File: src/rtl/npc_pkg.sv
package npc_pkg;
  typedef enum logic [3:0] {
    CT_SEQ  = 4'd0,
    CT_BEQ  = 4'd1,
    CT_BNE  = 4'd2,
    CT_BGTZ = 4'd3,
    CT_BGEZ = 4'd4,
    CT_BLTZ = 4'd5,
    CT_BLEZ = 4'd6,
    CT_JABS = 4'd7,
    CT_JIND = 4'd8
  } ctl_e;

  typedef enum logic [1:0] {
    TS_SEQ = 2'd0,
    TS_REL = 2'd1,
    TS_ABS = 2'd2,
    TS_IND = 2'd3
  } tsel_e;
endpackage

File: src/rtl/npc_cond.sv
module npc_cond
  import npc_pkg::*;
#(
  parameter int XLEN = 32
) (
  input  logic [3:0]      ctl_i,
  input  logic [XLEN-1:0] rs_i,
  input  logic [XLEN-1:0] rt_i,
  output logic            take_o,
  output tsel_e           tsel_o
);
  logic neg, zero, eq;

  assign neg  = rs_i[XLEN-1];
  assign zero = ~|rs_i;
  assign eq   = ~|(rs_i ^ rt_i);

  always_comb begin
    take_o = 1'b0;
    tsel_o = TS_SEQ;
    case (ctl_i)
      CT_BEQ:  begin take_o = eq;            tsel_o = TS_REL; end
      CT_BNE:  begin take_o = ~eq;           tsel_o = TS_REL; end
      CT_BGTZ: begin take_o = ~neg & ~zero;  tsel_o = TS_REL; end
      CT_BGEZ: begin take_o = ~neg;          tsel_o = TS_REL; end
      CT_BLTZ: begin take_o = neg;           tsel_o = TS_REL; end
      CT_BLEZ: begin take_o = neg | zero;    tsel_o = TS_REL; end
      CT_JABS: begin take_o = 1'b1;          tsel_o = TS_ABS; end
      CT_JIND: begin take_o = 1'b1;          tsel_o = TS_IND; end
      default: begin take_o = 1'b0;          tsel_o = TS_SEQ; end
    endcase
  end


  always_comb begin
    if (ctl_i == CT_BGTZ && take_o)
      gtz_sign_chk: assert ($signed(rs_i) > 0);
  end


  always_comb begin
    if (ctl_i == CT_BEQ && rs_i != rt_i)
      beq_diff_chk: assert (!take_o);
  end
endmodule

File: src/rtl/npc_target.sv
module npc_target
  import npc_pkg::*;
#(
  parameter int XLEN  = 32,
  parameter int OFF_W = 16,
  parameter int JF_W  = 26
) (
  input  logic [XLEN-1:0]  pc4_i,
  input  tsel_e            tsel_i,
  input  logic [OFF_W-1:0] off_i,
  input  logic [JF_W-1:0]  fld_i,
  input  logic [XLEN-1:0]  ind_i,
  output logic [XLEN-1:0]  tgt_o
);
  localparam int SEXT_W = XLEN - OFF_W - 2;
  localparam int HI_W   = XLEN - JF_W - 2;

  logic [XLEN-1:0] rel_tgt, abs_tgt;

  assign rel_tgt = pc4_i + {{SEXT_W{off_i[OFF_W-1]}}, off_i, 2'b00};
  assign abs_tgt = {pc4_i[XLEN-1 -: HI_W], fld_i, 2'b00};

  always_comb begin
    case (tsel_i)
      TS_REL:  tgt_o = rel_tgt;
      TS_ABS:  tgt_o = abs_tgt;
      TS_IND:  tgt_o = ind_i;
      default: tgt_o = pc4_i;
    endcase
  end


  always_comb begin
    if (tsel_i == TS_ABS)
      abs_align_chk: assert (tgt_o[1:0] == 2'b00 && tgt_o[XLEN-1 -: HI_W] == pc4_i[XLEN-1 -: HI_W]);
  end
endmodule

File: src/rtl/npc_unit.sv
module npc_unit
  import npc_pkg::*;
#(
  parameter int          XLEN      = 32,
  parameter int          OFF_W     = 16,
  parameter int          JF_W      = 26,
  parameter int          ILEN_B    = 4,
  parameter logic [31:0] RESET_VEC = 32'h0000_1000
) (
  input  logic             clk_i,
  input  logic             rst_ni,
  input  logic             en_i,
  input  logic [3:0]       ctl_i,
  input  logic [XLEN-1:0]  rs_val_i,
  input  logic [XLEN-1:0]  rt_val_i,
  input  logic [OFF_W-1:0] br_off_i,
  input  logic [JF_W-1:0]  jmp_fld_i,
  input  logic [XLEN-1:0]  ind_tgt_i,
  output logic [XLEN-1:0]  pc_o,
  output logic [XLEN-1:0]  next_pc_o,
  output logic             taken_o
);
  localparam logic [XLEN-1:0] STEP = XLEN'(ILEN_B);
  localparam logic [XLEN-1:0] RVEC = XLEN'(RESET_VEC);

  logic [XLEN-1:0] pc_q, pc4, tgt;
  logic            take;
  tsel_e           tsel;

  assign pc4 = pc_q + STEP;

  npc_cond #(.XLEN(XLEN)) u_cond (
    .ctl_i  (ctl_i),
    .rs_i   (rs_val_i),
    .rt_i   (rt_val_i),
    .take_o (take),
    .tsel_o (tsel)
  );

  npc_target #(.XLEN(XLEN), .OFF_W(OFF_W), .JF_W(JF_W)) u_tgt (
    .pc4_i  (pc4),
    .tsel_i (tsel),
    .off_i  (br_off_i),
    .fld_i  (jmp_fld_i),
    .ind_i  (ind_tgt_i),
    .tgt_o  (tgt)
  );

  // not-taken branches fall through
  assign next_pc_o = take ? tgt : pc4;
  assign taken_o   = take;
  assign pc_o      = pc_q;

  always_ff @(posedge clk_i or negedge rst_ni) begin
    if (!rst_ni)   pc_q <= RVEC;
    else if (en_i) pc_q <= next_pc_o;
  end


  hold_chk: assert property (@(posedge clk_i) disable iff (!rst_ni)
    !en_i |=> $stable(pc_o));


  seq_step_chk: assert property (@(posedge clk_i) disable iff (!rst_ni)
    (en_i && !taken_o) |=> pc_o == $past(pc_o) + STEP);


  ind_tgt_chk: assert property (@(posedge clk_i) disable iff (!rst_ni)
    (en_i && ctl_i == CT_JIND) |=> pc_o == $past(ind_tgt_i));
endmodule

File: config.mk
export PLATFORM = sky130hd
export DESIGN_NAME = npc_unit
export DESIGN_NICKNAME = d
export VERILOG_FILES = /design/src/rtl/npc_pkg.sv /design/src/rtl/npc_cond.sv /design/src/rtl/npc_target.sv /design/src/rtl/npc_unit.sv
export SDC_FILE = /design/constraint.sdc
export NUM_CORES = 1
export LEC_CHECK = 0
export ABC_AREA = 1
export BUFFER_PORTS_ARGS = -buffer_cell sky130_fd_sc_hd__buf_2
export CORE_MARGIN = 2
export CORE_UTILIZATION = 35
export DETAILED_ROUTE_END_ITERATION = 10
export PLACE_DENSITY = 0.6
export SETUP_SLACK_MARGIN = 0.02
export SYNTH_ARGS = -nofsm -noshare
export SYNTH_HDL_FRONTEND = slang
export SYNTH_SLANG_ARGS = --single-unit
export TNS_END_PERCENT = 5
File: constraint.sdc
create_clock -name clk_i -period 5 [get_ports clk_i]
set_input_delay 0.5 -clock clk_i [delete_from_list [all_inputs] [get_ports clk_i]]
set_output_delay 0.5 -clock clk_i [all_outputs]
set_load 0.005 [all_outputs]
# After elaboration in Yosys (flattened, before gate mapping)
# Index checks and enable logic that the tools add are counted.
# totals
output_inout_bits	65
wordCells	28
regBits	32
inputBits	145
# classes
add_sub_neg	2
n_eq_ne	11
muxes	4
reduce_logical	6
bitwise	4
# ops
operator	n
case mux 32 bit (3 select lines)	1
OR reduction 32 bit	2
adder 32 x 3 -> 32 bit (second input constant)	1
adder 32 bit	1
2-to-1 mux 32 bit	1
XOR 32 bit	1
equality test 4 x 3 -> 1 bit (second input constant)	4
equality test 4 x 2 -> 1 bit (second input constant)	2
case mux 1 bit (7 select lines)	1
case mux 2 bit (3 select lines)	1
OR reduction 6 bit	1
equality test 2 bit (second input constant)	2
equality test 4 x 1 -> 1 bit (second input constant)	1
equality test 4 bit (second input constant)	1
equality test 2 x 1 -> 1 bit (second input constant)	1
logical NOT 1 bit	2
OR reduction 2 bit	1
bitwise AND 1 bit	1
inverter 1 bit	1
OR 1 bit	1

# Depth between registers and ports, before layout
# Gate-level depths: netlist of run 1.
# depth
depth_word	6
depth_mapped	25
depth_no_buf	25

# By module
# From an unflattened synthesis of run 1, not the netlist that was laid out.
# unflattened
cells_unflattened	1219
hier_area_um2	6396.1
# modules_own_cells
mod	area_per_inst_um2	cells_each	instances	seq_area_each_um2
npc_target	3014.1	643	1	0.0
npc_unit	2660.1	425	1	802.0
npc_cond	721.9	151	1	0.0

# Least setup slack after synthesis of run 1
# No wires, ideal clock.
# synth_path
path_kind	register to output
startpoint	register pc_q[12], in the netlist pc_o[12]
endpoint	output port next_pc_o[31]
slack_ps	1741
path_buffers	0
stages_incl_launch_ff	22
t_required_ps	4500
t_arrival_ps	2759
cell_sequence	dfstp_2 > nand2_1 > nor2_1 > nand2_2 > nor2_8 > nand4_4 > nor2_4 > nand2_1 > xor2_1 > inv_1 > ha_1 > nand2_1 > nor2_1 > and2_1 > and2_1 > nand2_1 > nand2_1 > nand2_1 > nand3_1 > nand3_1 > nand2_1 > inv_1
# synth_between
elab_chain_cells	4
# synth_rtl
item	line_no	rtl
start, declared	npc_unit.sv:26	logic [XLEN-1:0] pc_q, pc4, tgt;
start signal, assigned	npc_unit.sv:56	else if (en_i) pc_q <= next_pc_o;
adder 32 x 3 -> 32 bit (*)	npc_unit.sv:30	assign pc4 = pc_q + STEP;
adder 32 bit	npc_target.sv:20	assign rel_tgt = pc4_i + {{SEXT_W{off_i[OFF_W-1]}}, off_i, 2'b00};
case mux 32 bit (3 select lines)	npc_target.sv:24	case (tsel_i)
2-to-1 mux 32 bit (*)	npc_unit.sv:50	assign next_pc_o = take ? tgt : pc4;
end, declared	npc_unit.sv:20	output logic [XLEN-1:0] next_pc_o,
# Mark *: on every way between the ends. The rest lies on a longest branch, timed or not.

# Worst setup path in the final report of run 1
# layout_path
startpoint	register pc_q[3], in the netlist pc_o[3]
endpoint	output port next_pc_o[29]
# The elaborated chain is that of the path after synthesis.

==> flow_metrics.tcl, run 1 <==
set metrics [dict create \
    status "finished clean" \
    synth_top_area_share 0.2319 \
    finalHoldViolCount 0 \
    clock-sinks 32 \
    synth_area_um2 6232 \
    remaining_drc_errors 0 \
    seq_area_um2 802.0 \
    synth_area_leaders "nand2_1 (23%), dfrtp_1 (12%), inv_1 (11%)" \
    synth_top_family_by_area "simple AND/OR/NAND/NOR gates" \
    rsz0062_at_grt "no" \
    grt_max_degree 43 \
    syn_nets 1302 \
    maxSlewViolCount 0 \
    final_area_um2 7587 \
    n_fill_cell 1961 \
    drtIter0Drc 428 \
    yosys_register_bits 32 \
    die_area_um2 18890 \
    yosys_warnings 0 \
    dpl.hpwl_um 19880 \
    synth_xor_area_frac 0.07569 \
    die_w_um 137.4 \
    cts_root_buf "clkbuf_16" \
    cp_slowest_stage_delay_ps 420 \
    startpoint_type "register" \
    cts_buffers 5 \
    gr-total-overflow 0 \
    yosys.area.top_type "nand2_1" \
    cap_violations 0 \
    cts_tree "yes" \
    p_leak_nw 4.381 \
    worstSetupPathType "reg2out" \
    fmax_mhz 225.4 \
    clockBufferDepth 2 \
    rows 48 \
    drt-total-wl_um 23400 \
    min_period_over_period 0.8874 \
    start_util 0.3591 \
    place_inst 1535 \
    num_io_pins 210 \
    antenna_cells 0 \
    syn_to_final_growth_pct 21.74 \
    cp_max_fo 6 \
    cts_htree_levels 2 \
    grt_pass1_wl_um 36640 \
    p_per_area_nw_per_um2 295.2 \
    antenna_found_initial 0 \
    critPathTopFamily "simple AND/OR/NAND/NOR gates" \
    setup_tns_ps 0 \
    place_congestion 1.033 \
    hold_class "in2async" \
    fin_crit_ps 4437 \
    groute.usage.overall 0.2518 \
    ys_seq_area_frac 0.1287 \
    postSynthCellCount 1121 \
    largest_reg_flops 32 \
    peakVddDrop_v 0.0001798 \
    grt_pass1_vias 7224 \
    synth_compound_area_frac 0.08432 \
    synth_cell_type_count 40 \
    io_buffer_count 209 \
    dpl_cell_area_um2 7441 \
    skew_ps 5.930 \
    post_cts_resize_count 0 \
    postCtsHoldBufs 0 \
    avgViaCountPerCell 4.880 \
    ant_nets 0 \
    route.detailed.wl_per_inst_um 15.16 \
    final_cell_count_no_fill 1543 \
    relSlewSlack 0.4684 \
    synthSimpleGateAreaFrac 0.4985 \
    tightest_slew_ps 797.3 \
    synthAdderAreaFrac 0.07348 \
    worstPathBufferInverterCount 5 \
    crit_slowest_cell "dfrtp_1" \
    drive_above_1_share 0.1897 \
    coreArea_um2 17360 \
    first_pass_iters 5 \
    hold_ws_ps 288.7 \
    finalPower_mw 2.240 \
    clk_pin_slew_ps 60 \
    arrival_ps 3940 \
    syn_area_per_cell_um2 5.560 \
    synth.mux.area_fraction 0 \
    end_kind "output pin" \
    clk_latency_ps 290 \
    cp_cell_sequence "ha_1 -> inv_1 -> nor2_1 -> nand2_1 -> nor3_2 -> nand2_1 -> xor2_1 -> inv_1 -> ha_1 -> nand2_1 -> inv_1 -> nand2_1 -> inv_1 -> a21oi_1 -> nor2_1 -> nor2_1 -> nand3_1 -> nand3_1 -> nand3_1 -> and2_1 -> buf_2" \
    die_y_um 137.4 \
    worstPathRequired_ps 4500 \
    setup_violations 0 \
    post-cts-setup-buffers 0 \
    nNetsFinal 1498 \
    multi_input_area_um2 4564 \
    vias 7530 \
]
synthesized netlist by cell type (all sizes together):
master  count
nand2     391
inv       191
nand3     132
nor2      111
ha         35
and2       34
xnor2      33
dfrtp      31
a21oi      28
a22o       21
xor2       20
buf        17
o21ai      17
nor3       13
nand4      11
nand3b      9
o21bai      8
clkbuf      7
o211ai      4
a21o        3
and3        1
dfstp       1
fa          1
nor4        1
or2         1
where the power goes:
group | internal [mW] | switching (mW) | leakage [nW]
combinational | 0.566 | 0.938 | 3.91
clock | 0.199 | 0.117 | 0.0712
sequential | 0.321 | 0.0999 | 0.396
stage by stage:
stage	worst slack (ps)	utilization
floorplan	1741	-
global placement	993.2	0.4287
detailed placement	939.7	0.4287
CTS	621.1	0.4371
global route	230.3	0.4371
finish	563.1	0.4371
layout make-up:
type	count	area share
flip-flops and latches	32	0.1057
clock buffers	8	0.01929
well taps	225	0.03710
repair buffers	213	0.1418
inverters	191	0.09449
multi-input cells	874	0.6016
logic make-up (layout without fill, tap and decap cells):
logic type                 count (synthesis)  count (layout)
AOI/OAI and AO/OA                         81              81
xor gates and xnor gates                  53              53
adders and majority gates                 36              36
buffers and inverters                    215             412
DFF                                       32              32
and+or+nand+nor                          704             704
metal layers:
metal	wire length, µm	vias to the layer above	track usage	share of wire
met5	0	-	0	0
met4	789	0	0.08133	0.034
met2	10740	308	0.4350	0.46
met1	10110	3288	0.3167	0.43
li1	-	3888	-	-
met3	1762	46	0.04378	0.075
cell usage in the layout, fill, tap and decap left out, types with 8 or more instances in the layout:
master	netlist	layout
o21bai_1	8	8
buf_2	7	209
a22o_1	21	21
nand2_1	385	385
xor2_1	19	19
and2_1	34	34
dfrtp_1	31	31
nand3_1	128	128
nand4_1	10	10
nor2_1	101	100
xnor2_1	33	33
o21ai_1	11	11
a21oi_1	27	27
nor3_1	10	10
nand3b_1	9	9
ha_1	35	35
inv_1	189	189
worst reg2reg max path, delay by kind of cell (launching register included):
family,cells,cell delay [ps]
compound gates,1,340
xor+xnor,1,220
flops,1,420
simple gates,13,1740
fa+ha+maj,2,570
buf+inv,4,270
worst paths after layout:
| kind | start | cells past startpoint | slack (ps) | end |
|---|---|---|---|---|
| max reg2reg | pc_o[3] | 21 | 1320 | pc_o[29] |
| max | pc_o[3] | 21 | 560 | next_pc_o[29] |
| max in group asynchronous | rst_ni | 1 | 4210 | pc_o[3] |
| min reg2reg | pc_o[12] | 2 | 500 | pc_o[12] |
| min | rst_ni | 1 | 290 | pc_o[31] |
| min in group clk_i | pc_o[12] | 2 | 500 | pc_o[12] |
Note: power is estimated with default switching activity, not from simulation.
==> run 2: changes to the inputs <==
Settings changed: GPL_TIMING_DRIVEN set to 0, REMOVE_ABC_BUFFERS set to 1.
==> run 2 against run 1 <==
  * Flip-flop and latch count unchanged
  * Highest routed layer unchanged
  * Critical path type unchanged
  * Setup slack worse by 33 ps
  * First-iteration DRC count up 15%
  * Utilization down 0.086 points
  * Sequential share of layout area about the same
  * Combinational power about the same
  * Count of clock-buffer cells in the layout down 2
  * Cell area down 0.20%
  * Sequential power about the same
==> flow_metrics.tcl, run 2 (synthesized netlist as in run 1, its figures left out) <==
set metrics [dict create \
    n_fill_cell 1909 \
    drt-total-wl_um 22550 \
    worstSetupPathType "reg2out" \
    arrival_ps 3970 \
    cp_max_fo 6 \
    end_kind "output pin" \
    status "finished clean" \
    clk_pin_slew_ps 50 \
    grt_max_degree 43 \
    fmax_mhz 223.7 \
    post-cts-setup-buffers 0 \
    layout_commonest_cell "nand2_1" \
    route.detailed.wl_per_inst_um 14.64 \
    p_leak_nw 4.369 \
    worst_slack_ps 529.7 \
    final_cell_mix "nand2_1 (385), buf_2 (209), inv_1 (189), nand3_1 (127), nor2_1 (100)" \
    die_w_um 137.4 \
    gr-total-overflow 0 \
    nNetsFinal 1494 \
    avgViaCountPerCell 4.774 \
    maxSlewViolCount 0 \
    die_area_um2 18890 \
    num_io_pins 210 \
    syn_to_final_growth_pct 21.50 \
    postCtsHoldBufs 0 \
    relSlewSlack 0.4268 \
    worstPathRequired_ps 4500 \
    post_cts_resize_count 0 \
    min_period_over_period 0.8941 \
    fin_crit_ps 4470 \
    ant_nets 0 \
    startpoint_type "register" \
    cts_htree_levels 2 \
    io_buffer_count 209 \
    hold_ws_ps 295.8 \
    groute.usage.overall 0.2393 \
    crit_slowest_cell "dfstp_2" \
    cts_root_buf "clkbuf_16" \
    skew_ps 6.241 \
    vias 7352 \
    path_common_cell "nand2_1" \
    rows 48 \
    tightest_slew_ps 857.8 \
    peakVddDrop_v 0.0001350 \
    p_per_area_nw_per_um2 293.0 \
    cts_buffers 5 \
    start_util 0.3591 \
    finalPower_mw 2.218 \
    place_congestion 0.8683 \
    clockBufferDepth 2 \
    remaining_drc_errors 0 \
    grt_pass1_wl_um 34580 \
    first_pass_iters 5 \
    drtIter0Drc 494 \
    clock-sinks 32 \
    setup_violations 0 \
    hold_class "in2async" \
    antenna_found_initial 1 \
    setup_tns_ps 0 \
    coreArea_um2 17360 \
    die_y_um 137.4 \
    fin_util 0.4363 \
    cts_tree "yes" \
    clk_latency_ps 290 \
    cap_violations 0 \
    finalHoldViolCount 0 \
    cp_cell_sequence "nand2_1 -> nor2_1 -> nand2_2 -> nor2_8 -> nand4_4 -> nor2_4 -> nand2_1 -> xor2_1 -> inv_1 -> ha_1 -> nand2_1 -> nor2_1 -> nand2_1 -> nor3_1 -> nand2_1 -> nand2_1 -> nand2_1 -> nand3_1 -> nand3_1 -> and2_1 -> buf_2" \
    grt_pass1_vias 6847 \
    cp_slowest_stage_delay_ps 570 \
    rsz0062_at_grt "no" \
    largest_reg_flops 32 \
    dp_slack_ps 373.1 \
    drive_above_1_share 0.1895 \
    dpl.hpwl_um 18800 \
]
[run 2: changes by cell type in the layout (fill, tap and decap cells not counted), sizes merged]
cell and delta:
buf -4, clkbuf -2, clkinv +2, diode +1
[run 2: final timing paths]
check | slack, ps | to | depth (start not counted) | startpoint
max | 530 | next_pc_o[29] | 21 | pc_o[12]
min | 300 | pc_o[1] | 1 | rst_ni
max reg2reg | 1360 | pc_o[29] | 21 | pc_o[12]
min reg2reg | 500 | pc_o[12] | 2 | pc_o[12]
max in group asynchronous | 4200 | pc_o[30] | 1 | rst_ni
min in group clk_i | 500 | pc_o[12] | 2 | pc_o[12]
[run 2: metrics by stage]
| step | std cells | instance area, µm² |
|---|---|---|
| 6_report | 1540 | 7572 |
| 5_1_grt | 1540 | 7572 |
| 4_1_cts | 1539 | 7565 |
| 3_5_place_dp | 1531 | 7416 |
| 3_3_place_gp | 1531 | 7408 |
| 2_1_floorplan | 1097 | 6081 |
[run 2: final cells by class]
type | count | area, µm² | area share
multi-input cells | 874 | 4574 | 0.6041
repair buffers | 209 | 1046 | 0.1381
flip-flops and latches | 32 | 802.0 | 0.1059
inverters | 191 | 716.9 | 0.09468
well taps | 225 | 281.5 | 0.03718
clock buffers | 6 | 138.9 | 0.01834
clock inverters | 2 | 10.01 | 0.001322
diodes | 1 | 2.502 | 0.0003305
[run 2: per-layer routing]
metal / wire length (µm) / track usage / vias to the layer above
met5: 0 / 0 / -
met2: 10740 / 0.4093 / 234
li1: - / - / 3881
met3: 1231 / 0.02539 / 19
met1: 10180 / 0.3183 / 3218
met4: 394 / 0.06758 / 0
[run 2: critical path, delay by kind of cell (launching register included)]
kind	cells	cell delay (ps)
AND/OR/NAND/NOR	17	2140
flip-flops	1	570
XOR/XNOR	1	380
adder cells (fa/ha/maj)	1	370
buffers and inverters	2	210
[run 2: report_power, final]
group	total (mW)	leakage [nW]	internal (mW)	switching, mW
Combinational	1.48	3.90	0.565	0.910
Sequential	0.417	0.396	0.320	0.0967
Clock	0.326	0.0766	0.197	0.130
==> run 3: changes to the inputs <==
Settings changed: CORE_UTILIZATION 35 to 25, PLACE_DENSITY 0.6 to 0.46, RECOVER_POWER set to 50.
==> run 3 against run 2 <==
  * The flow now finishes with violations (capacitance limit, slew limit)
  * Sequential share of layout area decreased by 0.11 points
  * Register-to-register slack got worse by 40 ps
  * Critical path depth unchanged
  * Via count decreased by 1.3%
  * Combinational power about the same
  * Die area increased by 39%
  * Clock skew decreased by 2.5 ps
  * Flip-flop and latch count unchanged
  * Count of clock-buffer cells in the layout decreased by 1
  * First-iteration DRC count decreased by 16%
  * Final cell count increased by 6.3%
  * Highest routed layer unchanged
==> flow_metrics.tcl, run 3 (synthesized netlist as in run 1, its figures left out) <==
set metrics [dict create \
    status "finished with violations" \
    failed_checks "capacitance limit, slew limit" \
    clock-sinks 32 \
    relSlewSlack -0.2646 \
    gr-total-overflow 0 \
    p_leak_nw 4.286 \
    worstSetupPathType "reg2out" \
    clockBufferDepth 2 \
    p_sw_mw 1.153 \
    coreArea_um2 24390 \
    dpl.hpwl_um 20590 \
    rsz0062_at_grt "no" \
    clk_latency_ps 280 \
    place_congestion 0.8538 \
    start_util 0.2555 \
    worst_slack_ps 529.7 \
    remaining_drc_errors 0 \
    post_cts_resize_count 0 \
    seq_area_um2 802.0 \
    worstPathRequired_ps 4500 \
    fmax_mhz 223.7 \
    cp_cell_sequence "nand2_1 -> nor2_1 -> nand2_2 -> nor2_8 -> nand4_4 -> nor2_4 -> nand2_1 -> xor2_1 -> inv_1 -> ha_1 -> nand2_1 -> nor2_1 -> nand2_1 -> nor3_1 -> nand2_1 -> nand2_1 -> nand2_1 -> nand3_1 -> nand3_1 -> and2_1 -> buf_2" \
    cts_buffers 5 \
    cts_root_buf "clkbuf_16" \
    final_cell_mix "nand2_1 (385), inv_1 (189), buf_2 (187), nand3_1 (127), nor2_1 (100)" \
    min_to "pc_o[12]" \
    postCtsHoldBufs 0 \
    pwr-share-seq 0.190 \
    multi_input_area_um2 4574 \
    worstHoldStart "pc_o[12]" \
    maxSlewViolCount 33 \
    drt-total-wl_um 24420 \
    dpl_cell_area_um2 7540 \
    clkPwrFrac 0.136 \
    avgViaCountPerCell 4.431 \
    setup_tns_ps 0 \
    finalPower_mw 2.207 \
    cts_htree_levels 2 \
    cts_tree "yes" \
    ant_nets 0 \
    swShare 0.5222 \
    grt_pass1_wl_um 37620 \
    crit_slowest_cell "dfstp_1" \
    dp_slack_ps 435.4 \
    antenna_found_initial 0 \
    critPathTopFamily "simple AND/OR/NAND/NOR gates" \
    groute.usage.overall 0.1830 \
    final_area_um2 7655 \
    rr_worst_depth 21 \
    cp_max_fo 6 \
    peakVddDrop_v 0.0001158 \
    arrival_ps 3970 \
    startpoint_type "register" \
    layout_commonest_cell "nand2_1" \
    die_area_um2 26210 \
    route.detailed.wl_per_inst_um 14.92 \
    min_period_over_period 0.8941 \
    setup_violations 0 \
    cap_violations 1 \
    hold_depth 2 \
    p_per_area_nw_per_um2 288.3 \
    drtIter0Drc 416 \
    hold_ws_ps 552.5 \
    skew_ps 3.708 \
    first_pass_iters 7 \
    cp_slowest_stage_delay_ps 610 \
    reg2reg_from "pc_o[12]" \
    hold_class "reg2reg" \
    post-cts-setup-buffers 0 \
    num_io_pins 210 \
    syn_to_final_growth_pct 22.83 \
    die_w_um 161.9 \
    clk_pin_slew_ps 60 \
    die_y_um 161.9 \
    grt_pass1_vias 7013 \
    finalHoldViolCount 0 \
    n_fill_cell 2877 \
    drive_above_1_share 0.1714 \
    grt_max_degree 43 \
    p_int_mw 1.054 \
    end_kind "output pin" \
    tightest_slew_ps 1897 \
    ff2ff_setup_slack_ps 1320 \
    fin_crit_ps 4470 \
    path_common_cell "nand2_1" \
    r2r-end "pc_o[29]" \
    comb_power_share 0.674 \
    io_buffer_count 209 \
    nNetsFinal 1494 \
    worstPathBufferInverterCount 2 \
    antenna_cells 0 \
    largest_reg_flops 32 \
    vias 7253 \
    rows 57 \
]
[run 3: final cells by class]
cell class	count	share of cell area
sequential	32	0.1048
multi-input combinational	874	0.5976
clock buffer	5	0.01635
timing repair buffer	209	0.1331
inverter	191	0.09366
clock inverter	2	0.001635
tap	324	0.05296
[run 3: how the worst max path moves through the flow]
stage	cells after the start	start	to	slack [ps]
floorplan	21	pc_o[12]	next_pc_o[31]	1710
global placement	13	ctl_i[3]	next_pc_o[29]	110
detailed placement	13	rs_val_i[21]	next_pc_o[29]	440
CTS	13	rs_val_i[21]	next_pc_o[29]	410
global route	21	pc_o[12]	next_pc_o[29]	160
finish	21	pc_o[12]	next_pc_o[29]	530
[run 3: layer usage]
metal	global-route usage	part of all wire	vias up
met1	0.2440	0.48	3195
met4	0.03982	0.015	0
li1	-	-	3875
met2	0.3182	0.46	163
met3	0.01992	0.044	20
met5	0	0	-
[run 3: through the flow]
stage / utilization / instances
detailed placement: 0.3091 / 1630
global route: 0.3138 / 1637
global placement: 0.3088 / 1630
finish: 0.3138 / 1637
floorplan: - / 1097
CTS: 0.3148 / 1637
[run 3: power groups by stage]
stage | clock network [mW] | registers, mW | logic (mW)
final | 0.301 | 0.419 | 1.49
after global routing | 0.317 | 0.429 | 1.69
after CTS | 0.307 | 0.418 | 1.51
after detailed placement | 0 | 0.422 | 1.50
after global placement | 0 | 0.420 | 1.50
after floorplan | 0 | 0.403 | 0.958
[run 3: worst register-to-register path, cell delays in order, from the launching register on]
cell	delay, ps
dfstp_1	610
nand2_1	100
nor2_1	130
nand2_2	110
nor2_8	180
nand4_4	120
nor2_4	150
nand2_1	80
xor2_1	320
inv_1	120
ha_1	380
nand2_1	120
nor2_1	150
nand2_1	110
nor3_1	140
nand2_1	130
nand2_1	90
nand2_1	40
nand3_1	90
nand3_1	170
nand3_1	150
nand2_1	70
